[config.mk]
export PLATFORM = sky130hd
export DESIGN_NAME = crca_append
export DESIGN_NICKNAME = d
export VERILOG_FILES = /design/src/rtl/crca_pkg.sv /design/src/rtl/crca_fold.sv /design/src/rtl/crca_seq.sv /design/src/rtl/crca_append.sv
export SDC_FILE = /design/constraint.sdc
export NUM_CORES = 1
export LEC_CHECK = 0
export BUFFER_PORTS_ARGS = -buffer_cell sky130_fd_sc_hd__buf_2
export CELL_PAD_IN_SITES_DETAIL_PLACEMENT = 0
export CELL_PAD_IN_SITES_GLOBAL_PLACEMENT = 1
export CORE_UTILIZATION = 42
export CTS_CLUSTER_SIZE = 20
export DETAILED_ROUTE_END_ITERATION = 7
export PLACE_DENSITY_LB_ADDON = 0.08
export RECOVER_POWER = 100
export SYNTH_ARGS = -nofsm -noshare
export SYNTH_HDL_FRONTEND = slang
export SYNTH_SLANG_ARGS = --single-unit
[constraint.sdc]
create_clock -name clk_i -period 2.5 [get_ports clk_i]
set_clock_uncertainty 0.2 [all_clocks]
set_input_delay 0.375 -clock clk_i [delete_from_list [all_inputs] [get_ports clk_i]]
set_output_delay 0.375 -clock clk_i [all_outputs]
set_load 0.1 [all_outputs]
[src/rtl/crca_pkg.sv]
package crca_pkg;
  localparam int unsigned BYTE_W = 8;
  localparam int unsigned CRC_W  = 16;

  typedef enum logic [1:0] {
    ST_TAKE = 2'd0,
    ST_LO   = 2'd1,
    ST_HI   = 2'd2
  } crca_state_e;

  // One byte of the reflected Type A update.
  function automatic logic [CRC_W-1:0] crca_step(input logic [CRC_W-1:0] c,
                                                 input logic [BYTE_W-1:0] b);
    logic [BYTE_W-1:0] t;
    logic [CRC_W-1:0]  tw;
    t  = b ^ c[BYTE_W-1:0];
    t  = t ^ (t << 4);
    tw = {{(CRC_W-BYTE_W){1'b0}}, t};
    return (c >> 8) ^ (tw << 8) ^ (tw << 3) ^ (tw >> 4);
  endfunction
endpackage

[src/rtl/crca_fold.sv]
module crca_fold
  import crca_pkg::*;
#(
  parameter logic [CRC_W-1:0] PRESET = 16'h6363
) (
  input  logic              clk_i,
  input  logic              rst_ni,
  input  logic              take_i,
  input  logic              load_i,
  input  logic [BYTE_W-1:0] byte_i,
  output logic [CRC_W-1:0]  crc_o
);
  logic [CRC_W-1:0] base;

  assign base = load_i ? PRESET : crc_o;

  always_ff @(posedge clk_i or negedge rst_ni) begin
    if (!rst_ni)     crc_o <= PRESET;
    else if (take_i) crc_o <= crca_step(base, byte_i);
    else if (load_i) crc_o <= PRESET;
  end

  p_preset_r3: assert property (@(posedge clk_i) disable iff (!rst_ni)
    (load_i && !take_i) |=> (crc_o == PRESET));

  p_hold_r11: assert property (@(posedge clk_i) disable iff (!rst_ni)
    (!load_i && !take_i) |=> $stable(crc_o));
endmodule

[src/rtl/crca_seq.sv]
module crca_seq
  import crca_pkg::*;
(
  input  logic clk_i,
  input  logic rst_ni,
  input  logic take_i,
  input  logic last_i,
  output logic ready_o,
  output logic emit_lo_o,
  output logic emit_hi_o
);
  crca_state_e st_q, st_d;

  always_comb begin
    st_d = st_q;
    unique case (st_q)
      ST_TAKE: if (take_i && last_i) st_d = ST_LO;
      ST_LO:   st_d = ST_HI;
      ST_HI:   st_d = ST_TAKE;
      default: st_d = ST_TAKE;
    endcase
  end

  always_ff @(posedge clk_i or negedge rst_ni) begin
    if (!rst_ni) st_q <= ST_TAKE;
    else         st_q <= st_d;
  end

  assign ready_o   = (st_q == ST_TAKE);
  assign emit_lo_o = (st_q == ST_LO);
  assign emit_hi_o = (st_q == ST_HI);

  p_two_bytes_r7: assert property (@(posedge clk_i) disable iff (!rst_ni)
    emit_lo_o |=> emit_hi_o);

  p_back_idle_r8: assert property (@(posedge clk_i) disable iff (!rst_ni)
    emit_hi_o |=> ready_o);

  p_state_onehot_r6: assert property (@(posedge clk_i) disable iff (!rst_ni)
    $onehot({ready_o, emit_lo_o, emit_hi_o}));
endmodule

[src/rtl/crca_append.sv]
module crca_append
  import crca_pkg::*;
#(
  parameter logic [CRC_W-1:0] PRESET = 16'h6363
) (
  input  logic              clk_i,
  input  logic              rst_ni,
  input  logic              in_sof_i,
  input  logic              in_valid_i,
  input  logic [BYTE_W-1:0] in_data_i,
  input  logic              in_last_i,
  output logic              in_ready_o,
  output logic              out_valid_o,
  output logic [BYTE_W-1:0] out_data_o,
  output logic              done_o
);
  logic             take, load, emit_lo, emit_hi;
  logic [CRC_W-1:0] crc;

  assign take = in_valid_i & in_ready_o;
  // Preset on an accepted start strobe, or as the frame closes.
  assign load = (in_sof_i & in_ready_o) | emit_hi;

  crca_seq u_seq (
    .clk_i     (clk_i),
    .rst_ni    (rst_ni),
    .take_i    (take),
    .last_i    (in_last_i),
    .ready_o   (in_ready_o),
    .emit_lo_o (emit_lo),
    .emit_hi_o (emit_hi)
  );

  crca_fold #(.PRESET(PRESET)) u_fold (
    .clk_i  (clk_i),
    .rst_ni (rst_ni),
    .take_i (take),
    .load_i (load),
    .byte_i (in_data_i),
    .crc_o  (crc)
  );

  assign out_valid_o = emit_lo | emit_hi;
  assign out_data_o  = emit_hi ? crc[CRC_W-1:BYTE_W] : crc[BYTE_W-1:0];
  assign done_o      = emit_hi;

  p_ready_excl_r6: assert property (@(posedge clk_i) disable iff (!rst_ni)
    out_valid_o |-> !in_ready_o);

  p_last_emits_r7: assert property (@(posedge clk_i) disable iff (!rst_ni)
    (in_valid_i && in_ready_o && in_last_i) |=> (out_valid_o && !done_o));

  p_done_pulse_r8: assert property (@(posedge clk_i) disable iff (!rst_ni)
    done_o |=> !done_o);

  p_done_second_r8: assert property (@(posedge clk_i) disable iff (!rst_ni)
    done_o |-> (out_valid_o && $past(out_valid_o)));

  p_stable_crc_r7: assert property (@(posedge clk_i) disable iff (!rst_ni)
    (out_valid_o && !done_o) |=> (out_data_o == $past(crc[CRC_W-1:BYTE_W])));
endmodule

==> results.sh, run 1 <==
export IMPL_routed_wirelength_um=3340
export IMPL_ctsHtreeMaxLevel=1
export IMPL_dpl_instance_area_mm2=0.00160
export IMPL_nets=196
export IMPL_critPathLaunch="u_seq.st_q[0]"
export IMPL_drive_above_1_share_pct=32.0
export IMPL_path_cells="inv_2, ha_4, mux2_2, clkbuf_2"
export IMPL_rows=20
export IMPL_cts_tree="done"
export IMPL_rr_startpoint="u_seq.st_q[0]"
export IMPL_regArea_um2=460
export IMPL_crit_fanout=12
export IMPL_synth_edf_count=0
export IMPL_ys_warn_count=0
export IMPL_rsz0062_at_grt="no"
export IMPL_synth_main_ff_cell="dfrtp_1"
export IMPL_grt_max_degree=22
export IMPL_cp_arrival_ns=1.81
export IMPL_status="complete, no violations"
export IMPL_rr_worst_depth=8
export IMPL_cts_sinks=18
export IMPL_setup_tns_ns=0
export IMPL_insertedDiodeCount=0
export IMPL_numCtsBuffers=3
export IMPL_rrSetupSlack_ns=0.12
export IMPL_synth_xor_area_share_pct=18.4
export IMPL_holdPathStages=3
export IMPL_critical_path_buf_inv_count=2
export IMPL_setup_violations=0
export IMPL_synth_compound_area_share_pct=18.9
export IMPL_track_usage_pct=22.2
export IMPL_synth_mux_area_share_pct=4.77
export IMPL_io_buffers=23
export IMPL_clkLatencyLatePin_ns=0.30
export IMPL_ioPinCount=24
export IMPL_syn2layout_area_growth_pct=15.9
export IMPL_drtPass1Iterations=4
export IMPL_worstSetupStartpointType="register"
export IMPL_synth_async_sr_flop_share_pct=100
export IMPL_ant_nets=0
export IMPL_worstPathRequired_ns=1.92
export IMPL_multi_input_area_um2=927
export IMPL_design_area_mm2=0.00164
export IMPL_hold_violations=0
export IMPL_grt_ovfl_total=0
export IMPL_crit_type="reg -> out"
export IMPL_endpoint_kind="primary output"
export IMPL_dpl_hpwl_um=2420
export IMPL_grt_pass1_wl_um=5820
export IMPL_slew_violations=0
export IMPL_synth_top_family_by_area="compound AO/OA/AOI/OAI gates"
export IMPL_drtIter0Drc=56
export IMPL_synthSimpleGateAreaFrac_pct=17.4
export IMPL_synth_cell_type_count=41
export IMPL_preCtsSetupSlack_ns=0.184
export IMPL_start_util_pct=45.3
export IMPL_layout_setup_ws_ns=0.113
export IMPL_period_share_pct=95.5
export IMPL_grt_pass1_vias=1172
export IMPL_critPathTopFamily="buffers and inverters"
export IMPL_clkTransAtPathRegs_ns=0.11
export IMPL_post_drt_wl_per_cell_um=15.0
export IMPL_critical_path_slowest_cell="dfrtp_1"
export IMPL_max_slew_margin_pct=31.5
export IMPL_cts_path_max_buffers=2
export IMPL_core_area_mm2=0.00313
export IMPL_synthCells=154
export IMPL_period_minus_slack_ns=2.39
export IMPL_ys_seq_area_share_pct=32.5
export IMPL_fmax_mhz=419
export IMPL_fillCellCount=310
export IMPL_r2r_end="u_fold.crc_o[3]"
export IMPL_holdPathEnd="u_fold.crc_o[15]"
export IMPL_antenna_found_initial=0
export IMPL_ys_ff_latch=18
export IMPL_die_w_um=60.1
export IMPL_cts_root_buf="clkbuf_4"
export IMPL_postSynthNetCount=171
export IMPL_synth_adder_area_share_pct=3.53
export IMPL_hold_path_startpoint="in_data_i[7]"
export IMPL_dieHeight_um=60.1
export IMPL_post_synth_cell_area_avg_um2=9.20
export IMPL_synth_cell_area_mm2=0.00142
export IMPL_hold_class="in -> reg"
export IMPL_place_congestion=0.775
export IMPL_cap_violations=0
export IMPL_vias=1171
export IMPL_worst_slew_pin_slew_ns=1.03
export IMPL_vias_per_cell=5.27
export IMPL_slowest_delay_ns=0.42
export IMPL_drt_drc_violations_left=0
export IMPL_die_area_mm2=0.00361
-- sequential cells by signal (all words and copies together), names as in the netlist --
signal and count:
u_seq.st_q 2, u_fold.crc_o 16
-- synth_stat cells (3+ instances only) --
cell type / number / area, um2
a21oi_1: 12 / 60.1
buf_2: 3 / 15.0
clkbuf_1: 4 / 15.0
dfrtp_1: 10 / 250
dfstp_2: 8 / 210
ha_1: 4 / 50.1
inv_1: 3 / 11.3
mux2_2: 6 / 67.6
nand2_1: 16 / 60.1
nand3_1: 4 / 20.0
nor2_1: 11 / 41.3
nor3_1: 5 / 25.0
o21ai_0: 9 / 45.0
o22ai_1: 6 / 37.5
o2bb2ai_1: 3 / 26.3
xnor2_1: 15 / 131
xor2_1: 4 / 35.0
-- metrics by stage --
stage / util (%) / instances / hold slack, ns
6_report: 52.5 / 222 / 0.204
2_1_floorplan: - / 154 / -0.121
4_1_cts: 52.3 / 221 / 0.203
5_1_grt: 52.5 / 222 / 0.224
3_5_place_dp: 51.2 / 216 / 0.146
3_3_place_gp: 51.2 / 216 / 0.143
-- area by class of cell --
cell class / count / share of cell area (%)
Clock buffer: 4 / 1.60
Inverter: 3 / 0.686
Multi-Input combinational cell: 124 / 56.5
Sequential cell: 18 / 28.0
Tap cell: 44 / 3.35
Timing Repair Buffer: 29 / 9.83
-- per-layer routing --
| layer | GRT usage (%) | vias to the layer above | share of wire (%) |
|---|---|---|---|
| li1 | - | 594 | - |
| met1 | 30.4 | 547 | 48 |
| met2 | 35.7 | 28 | 47 |
| met3 | 5.63 | 2 | 3.9 |
| met4 | 3.65 | 0 | 0.63 |
| met5 | 0 | - | 0 |
-- how the worst max path moves through the flow --
stage	to	slack (ns)	cells past startpoint
after detailed placement	u_fold.crc_o[3]	0.18	7
after floorplan	out_data_o[1]	-0.05	5
after global routing	out_data_o[6]	0.02	4
final	out_data_o[5]	0.11	4
after global placement	u_fold.crc_o[10]	0.25	7
after CTS	out_data_o[5]	0.02	4
-- cell families (layout without fill, tap and decap cells) --
kind of cell,Yosys count,count (layout)
compound gates,43,43
xor+xnor,23,23
fa+ha+maj,4,4
buf+inv,12,36
flops,18,18
mux,6,6
simple gates,48,48
-- cells in the final DEF (no fill, tap or decap), types with 2 or more instances in the layout --
cell type,n
clkbuf_1,2
a21boi_0,2
xnor2_1,15
clkbuf_2,11
nor3_1,5
inv_1,2
nor2_1,11
mux2_2,6
o21ai_0,9
nand2b_1,2
o2bb2ai_1,3
ha_4,2
o22ai_1,6
nand2_2,3
xnor3_1,2
buf_4,4
a21oi_1,12
clkbuf_4,4
nand2b_4,2
ha_1,2
a211oi_1,2
xor2_1,4
nand3_1,4
dfstp_2,8
buf_2,11
dfrtp_1,10
o21a_1,2
nand2_1,13
-- worst reg2reg max path: cells and delay by family (launching register included) --
family	cells	cell delay [ns]
XOR/XNOR	2	0.77
flip-flops	1	0.42
buffers and inverters	2	0.34
adder cells (fa/ha/maj)	1	0.24
AND/OR/NAND/NOR	2	0.22
AO/OA/AOI/OAI	1	0.13
-- what timing repair did --
item | 4_1_cts | 5_1_grt
endpoints found under the setup margin | 0 | 6
hold endpoints to repair | 10 | 0
hold buffers | 1 | 0
resized for setup | 0 | 2
setup buffers | 0 | 1
Power of run 1 is left out: the tool's default activity adds up to more than one toggle a clock period on the data nets, which glitch-free logic cannot reach.
==> run 2: changes to the inputs <==
--- a/config.mk
+++ b/config.mk
@@ -5,10 +5,12 @@
 export SDC_FILE = /design/constraint.sdc
 export NUM_CORES = 1
 export LEC_CHECK = 0
+export ABC_AREA = 1
+export ABC_CLOCK_PERIOD_IN_PS = 2700
 export BUFFER_PORTS_ARGS = -buffer_cell sky130_fd_sc_hd__buf_2
 export CELL_PAD_IN_SITES_DETAIL_PLACEMENT = 0
 export CELL_PAD_IN_SITES_GLOBAL_PLACEMENT = 1
-export CORE_UTILIZATION = 42
+export CORE_UTILIZATION = 39
 export CTS_CLUSTER_SIZE = 20
 export DETAILED_ROUTE_END_ITERATION = 7
 export PLACE_DENSITY_LB_ADDON = 0.08
==> constraint.sdc (replaced) <==
create_clock -name clk_i -period 2.7 [get_ports clk_i]
set_clock_uncertainty 0.2 [all_clocks]
set_input_delay 0.405 -clock clk_i [delete_from_list [all_inputs] [get_ports clk_i]]
set_output_delay 0.405 -clock clk_i [all_outputs]
set_load 0.1 [all_outputs]
==> run 2 against run 1 <==
Critical path depth grew 1. Non-clock buffer count decreased by 3. Via count grew 18%.
==> results.sh, run 2 <==
export IMPL_layout_commonest_cell="nand2_1"
export IMPL_crit_type="reg -> out"
export IMPL_hold_class="in -> reg"
export IMPL_synth_top_cells_by_area="nand2_1 (19%), dfrtp_1 (18%), dfstp_2 (15%)"
export IMPL_rr_startpoint="u_seq.st_q[0]"
export IMPL_core_area_mm2=0.00342
export IMPL_antenna_found_initial=0
export IMPL_io_buffers=23
export IMPL_largest_reg_flops=16
export IMPL_dpl_hpwl_um=2410
export IMPL_dieHeight_um=62.5
export IMPL_hold_violations=0
export IMPL_ys_ff_latch=18
export IMPL_post_cts_buffers=0
export IMPL_ant_nets=0
export IMPL_insertedDiodeCount=0
export IMPL_vias=1380
export IMPL_synth_top_area_share_pct=19.0
export IMPL_postSynthNetCount=227
export IMPL_rows=21
export IMPL_cts_path_max_buffers=2
export IMPL_die_w_um=62.5
export IMPL_track_usage_pct=18.2
export IMPL_crit_fanout=28
export IMPL_synth_cell_type_count=25
export IMPL_synth_async_sr_flop_share_pct=100
export IMPL_yosys_top_cells_count="nand2_1 (72), inv_1 (28), nand3_1 (20), o21ai_0 (20), nand4_1 (11)"
export IMPL_max_slew_margin_pct=31.1
export IMPL_post_drt_wl_per_cell_um=11.8
export IMPL_regMostFlops="u_fold.crc_o"
export IMPL_period_share_pct=96.1
export IMPL_setup_tns_ns=0
export IMPL_nets=251
export IMPL_synth_edf_count=0
export IMPL_place_congestion=0.785
export IMPL_rsz0062_at_grt="no"
export IMPL_hold_path_startpoint="in_last_i"
export IMPL_worstSetupStartpointType="register"
export IMPL_clkTransAtPathRegs_ns=0.11
export IMPL_synthCells=210
export IMPL_synth_main_ff_cell="dfrtp_1"
export IMPL_worst_slew_pin_slew_ns=1.03
export IMPL_cts_tree="done"
export IMPL_worstPathRequired_ns=2.10
export IMPL_top_regs="u_fold.crc_o x16, u_seq.st_q x2"
export IMPL_drive_above_1_share_pct=21.9
export IMPL_drtIter0Drc=53
export IMPL_start_util_pct=41.7
export IMPL_numCtsBuffers=3
export IMPL_grt_max_degree=29
export IMPL_fmax_mhz=385
export IMPL_clkLatencyLatePin_ns=0.30
export IMPL_cts_root_buf="clkbuf_4"
export IMPL_post_synth_cell_area_avg_um2=6.79
export IMPL_grt_ovfl_total=0
export IMPL_setup_violations=0
export IMPL_slew_violations=0
export IMPL_grt_pass1_wl_um=5670
export IMPL_yosysTopAreaCell="nand2_1"
export IMPL_grt_pass1_vias=1316
export IMPL_syn2layout_area_growth_pct=13.0
export IMPL_drt_drc_violations_left=0
export IMPL_cts_sinks=18
export IMPL_critPathLaunch="u_seq.st_q[0]"
export IMPL_routed_wirelength_um=3300
export IMPL_synth_most_common_cell="nand2_1"
export IMPL_vias_per_cell=4.95
export IMPL_status="complete, no violations"
export IMPL_ys_warn_count=0
export IMPL_period_minus_slack_ns=2.59
export IMPL_die_area_mm2=0.00390
export IMPL_holdPathStages=4
export IMPL_rr_worst_depth=11
export IMPL_cap_violations=0
export IMPL_ys_seq_area_share_pct=32.3
export IMPL_ctsHtreeMaxLevel=1
export IMPL_endpoint_kind="primary output"
export IMPL_ioPinCount=24
export IMPL_drtPass1Iterations=4
export IMPL_cp_arrival_ns=1.99
export IMPL_synth_cell_area_mm2=0.00143
export IMPL_final_cell_mix="nand2_1 (75), inv_1 (28), nand3_1 (24)"
-- run 2: layout make-up --
class / count / area [um2]
tap: 46 / 57.6
fill: 368 / 1810
sequential: 18 / 460
clock buffer: 4 / 36.3
multi-input combinational: 153 / 785
inverter: 32 / 133
timing repair buffer: 26 / 139
-- run 2: metrics by stage --
step	cell area (um2)	std cells	util, %	hold WS (ns)	setup slack (ns)
floorplan	1490	210	-	-0.0906	0.0633
global placement	1610	274	47.2	0.170	0.508
detailed placement	1610	274	47.2	0.177	0.460
CTS	1660	279	48.5	0.244	0.110
global route	1610	279	47.1	0.287	0.0157
finish	1610	279	47.1	0.249	0.105
-- run 2: critical path, stage by stage, from the launching register on --
cell	delay (ns)
dfrtp_1	0.40
inv_1	0.12
ha_2	0.44
inv_12	0.13
o21ai_1	0.14
buf_2	0.44
-- run 2: timing repair --
action,CTS,global route
hold endpoints to repair,10,0
hold buffers,1,0
gates resized for setup,0,0
-- run 2: kinds of logic (layout without fill, tap and decap cells) --
family,after synthesis,after routing,synth area share [%]
AO/OA/AOI/OAI,26,26,9.48
AND/OR/NAND/NOR,123,123,40.9
flip-flops,18,18,32.3
buffers and inverters,39,62,13.8
adder cells (fa/ha/maj),4,4,3.51
-- run 2: layer usage --
layer | part of all wire, % | up-vias | track usage (%)
met2 | 48 | 18 | 31.3
met1 | 49 | 628 | 23.7
met4 | 0.73 | 0 | 6.10
li1 | - | 732 | -
met3 | 2.2 | 2 | 1.82
met5 | 0 | - | 0
-- run 2: worst paths after layout --
kind                                    end  slack [ns]
min                           u_seq.st_q[0]        0.25
max reg2reg                 u_fold.crc_o[7]        0.42
max                           out_data_o[2]        0.11
min reg2reg                u_fold.crc_o[13]        0.40
max in group asynchronous   u_fold.crc_o[4]        1.08
min in group asynchronous     u_seq.st_q[1]        0.60
Power of run 2 is left out for the same reason.
==> run 3: changes to the inputs <==
--- a/config.mk
+++ b/config.mk
@@ -8,9 +8,7 @@
 export ABC_AREA = 1
 export ABC_CLOCK_PERIOD_IN_PS = 2700
 export BUFFER_PORTS_ARGS = -buffer_cell sky130_fd_sc_hd__buf_2
-export CELL_PAD_IN_SITES_DETAIL_PLACEMENT = 0
-export CELL_PAD_IN_SITES_GLOBAL_PLACEMENT = 1
-export CORE_UTILIZATION = 39
+export CORE_UTILIZATION = 56
 export CTS_CLUSTER_SIZE = 20
 export DETAILED_ROUTE_END_ITERATION = 7
 export PLACE_DENSITY_LB_ADDON = 0.08
==> run 3 against run 2 <==
Non-clock buffer count unchanged. Sequential cell count is the same. Utilization grew 23 points.
==> results.sh, run 3 (same netlist as run 2, synthesis figures left out) <==
export IMPL_routed_wirelength_um=3060
export IMPL_fillCellCount=192
export IMPL_hold_path_startpoint="in_last_i"
export IMPL_drtPass1Iterations=4
export IMPL_crit_type="reg -> out"
export IMPL_ctsHtreeMaxLevel=1
export IMPL_status="complete, no violations"
export IMPL_rr_startpoint="u_seq.st_q[0]"
export IMPL_dpl_hpwl_um=2290
export IMPL_ant_nets=0
export IMPL_whs_ns=0.257
export IMPL_period_share_pct=95.5
export IMPL_period_minus_slack_ns=2.58
export IMPL_holdPathStages=4
export IMPL_rows=17
export IMPL_grtUsageMet3_pct=4.35
export IMPL_grt_max_degree=29
export IMPL_worst_slew_pin_slew_ns=0.955
export IMPL_cts_path_max_buffers=2
export IMPL_layout_commonest_cell="nand2_1"
export IMPL_met1_usage_pct=32.0
export IMPL_layout_setup_ws_ns=0.123
export IMPL_vias=1429
export IMPL_post_cts_buffers=0
export IMPL_grt_pass1_vias=1273
export IMPL_drtIter0Drc=42
export IMPL_grt_ovfl_total=0
export IMPL_instances_no_fill=261
export IMPL_clkLatencyLatePin_ns=0.30
export IMPL_regMostFlops="u_fold.crc_o"
export IMPL_top_usage_layer="met2"
export IMPL_io_buffers=23
export IMPL_setup_violations=0
export IMPL_worstPathRequired_ns=2.10
export IMPL_final_cell_mix="nand2_1 (74), inv_1 (28), nand3_1 (22)"
export IMPL_max_slew_margin_pct=36.4
export IMPL_grt_use_met2_pct=45.1
export IMPL_top_regs="u_fold.crc_o x16, u_seq.st_q x2"
export IMPL_cts_sinks=18
export IMPL_post_drt_wl_per_cell_um=11.7
export IMPL_crit_fanout=28
export IMPL_dp_cells=256
export IMPL_fmax_mhz=388
export IMPL_largest_reg_flops=16
export IMPL_cp_arrival_ns=1.97
export IMPL_grt_pass1_wl_um=5220
export IMPL_drive_above_1_share_pct=23.6
export IMPL_setup_tns_ns=0
export IMPL_start_util_pct=62.0
export IMPL_ioPinCount=24
export IMPL_endpoint_kind="primary output"
export IMPL_drt_drc_violations_left=0
export IMPL_track_usage_pct=26.3
export IMPL_slew_violations=0
export IMPL_rr_worst_depth=9
export IMPL_hold_violations=0
export IMPL_core_area_mm2=0.00230
export IMPL_clkTransAtPathRegs_ns=0.11
export IMPL_preCtsSetupSlack_ns=0.361
export IMPL_cts_root_buf="clkbuf_4"
export IMPL_numCtsBuffers=3
export IMPL_cap_violations=0
export IMPL_insertedDiodeCount=0
export IMPL_worstSetupStartpointType="register"
export IMPL_nets=251
export IMPL_place_congestion=0.913
export IMPL_die_w_um=52.4
export IMPL_cts_tree="done"
export IMPL_dieHeight_um=52.4
export IMPL_rsz0062_at_grt="no"
export IMPL_vias_per_cell=5.48
export IMPL_hold_class="in -> reg"
export IMPL_antenna_found_initial=0
export IMPL_syn2layout_area_growth_pct=12.8
export IMPL_die_area_mm2=0.00275
export IMPL_critPathLaunch="u_seq.st_q[0]"
## run 3: cell type report
cell class | count | area [um2] | area share, %
multi-input cells | 153 | 808 | 50.3
flip-flops and latches | 18 | 460 | 28.6
repair buffers | 26 | 135 | 8.40
inverters | 32 | 133 | 8.25
clock buffers | 4 | 36.3 | 2.26
well taps | 28 | 35.0 | 2.18
## run 3: worst paths after layout
kind / slack (ns) / endpoint
min: 0.26 / u_seq.st_q[1]
max: 0.12 / out_data_o[4]
max reg2reg: 0.27 / u_fold.crc_o[0]
max in group asynchronous: 1.16 / u_fold.crc_o[3]
min reg2reg: 0.40 / u_fold.crc_o[13]
min in group asynchronous: 0.55 / u_seq.st_q[0]
## run 3: metrics by stage
step | util [%] | instance area (um2)
3_5_place_dp | 69.2 | 1590
6_report | 70.0 | 1610
3_3_place_gp | 69.2 | 1590
4_1_cts | 71.2 | 1640
2_1_floorplan | - | 1490
5_1_grt | 70.0 | 1610
## run 3: repair_timing
item                      CTS  global route
hold buffers                1             0
resized for setup           0             0
hold endpoints to repair   10             0
## run 3: worst max-delay path: stages (launching register included)
cell,delay [ns]
dfrtp_1,0.40
inv_1,0.12
ha_2,0.44
inv_12,0.13
o21ai_4,0.13
buf_2,0.43
## run 3: metal layers
| layer | vias up | wire length (um) | part of all wire (%) |
|---|---|---|---|
| met1 | 644 | 1390 | 45 |
| met2 | 54 | 1470 | 48 |
| met4 | 0 | 45 | 1.5 |
| met5 | - | 0 | 0 |
| li1 | 726 | - | - |
| met3 | 5 | 152 | 5.0 |
Power of run 3 is left out for the same reason.
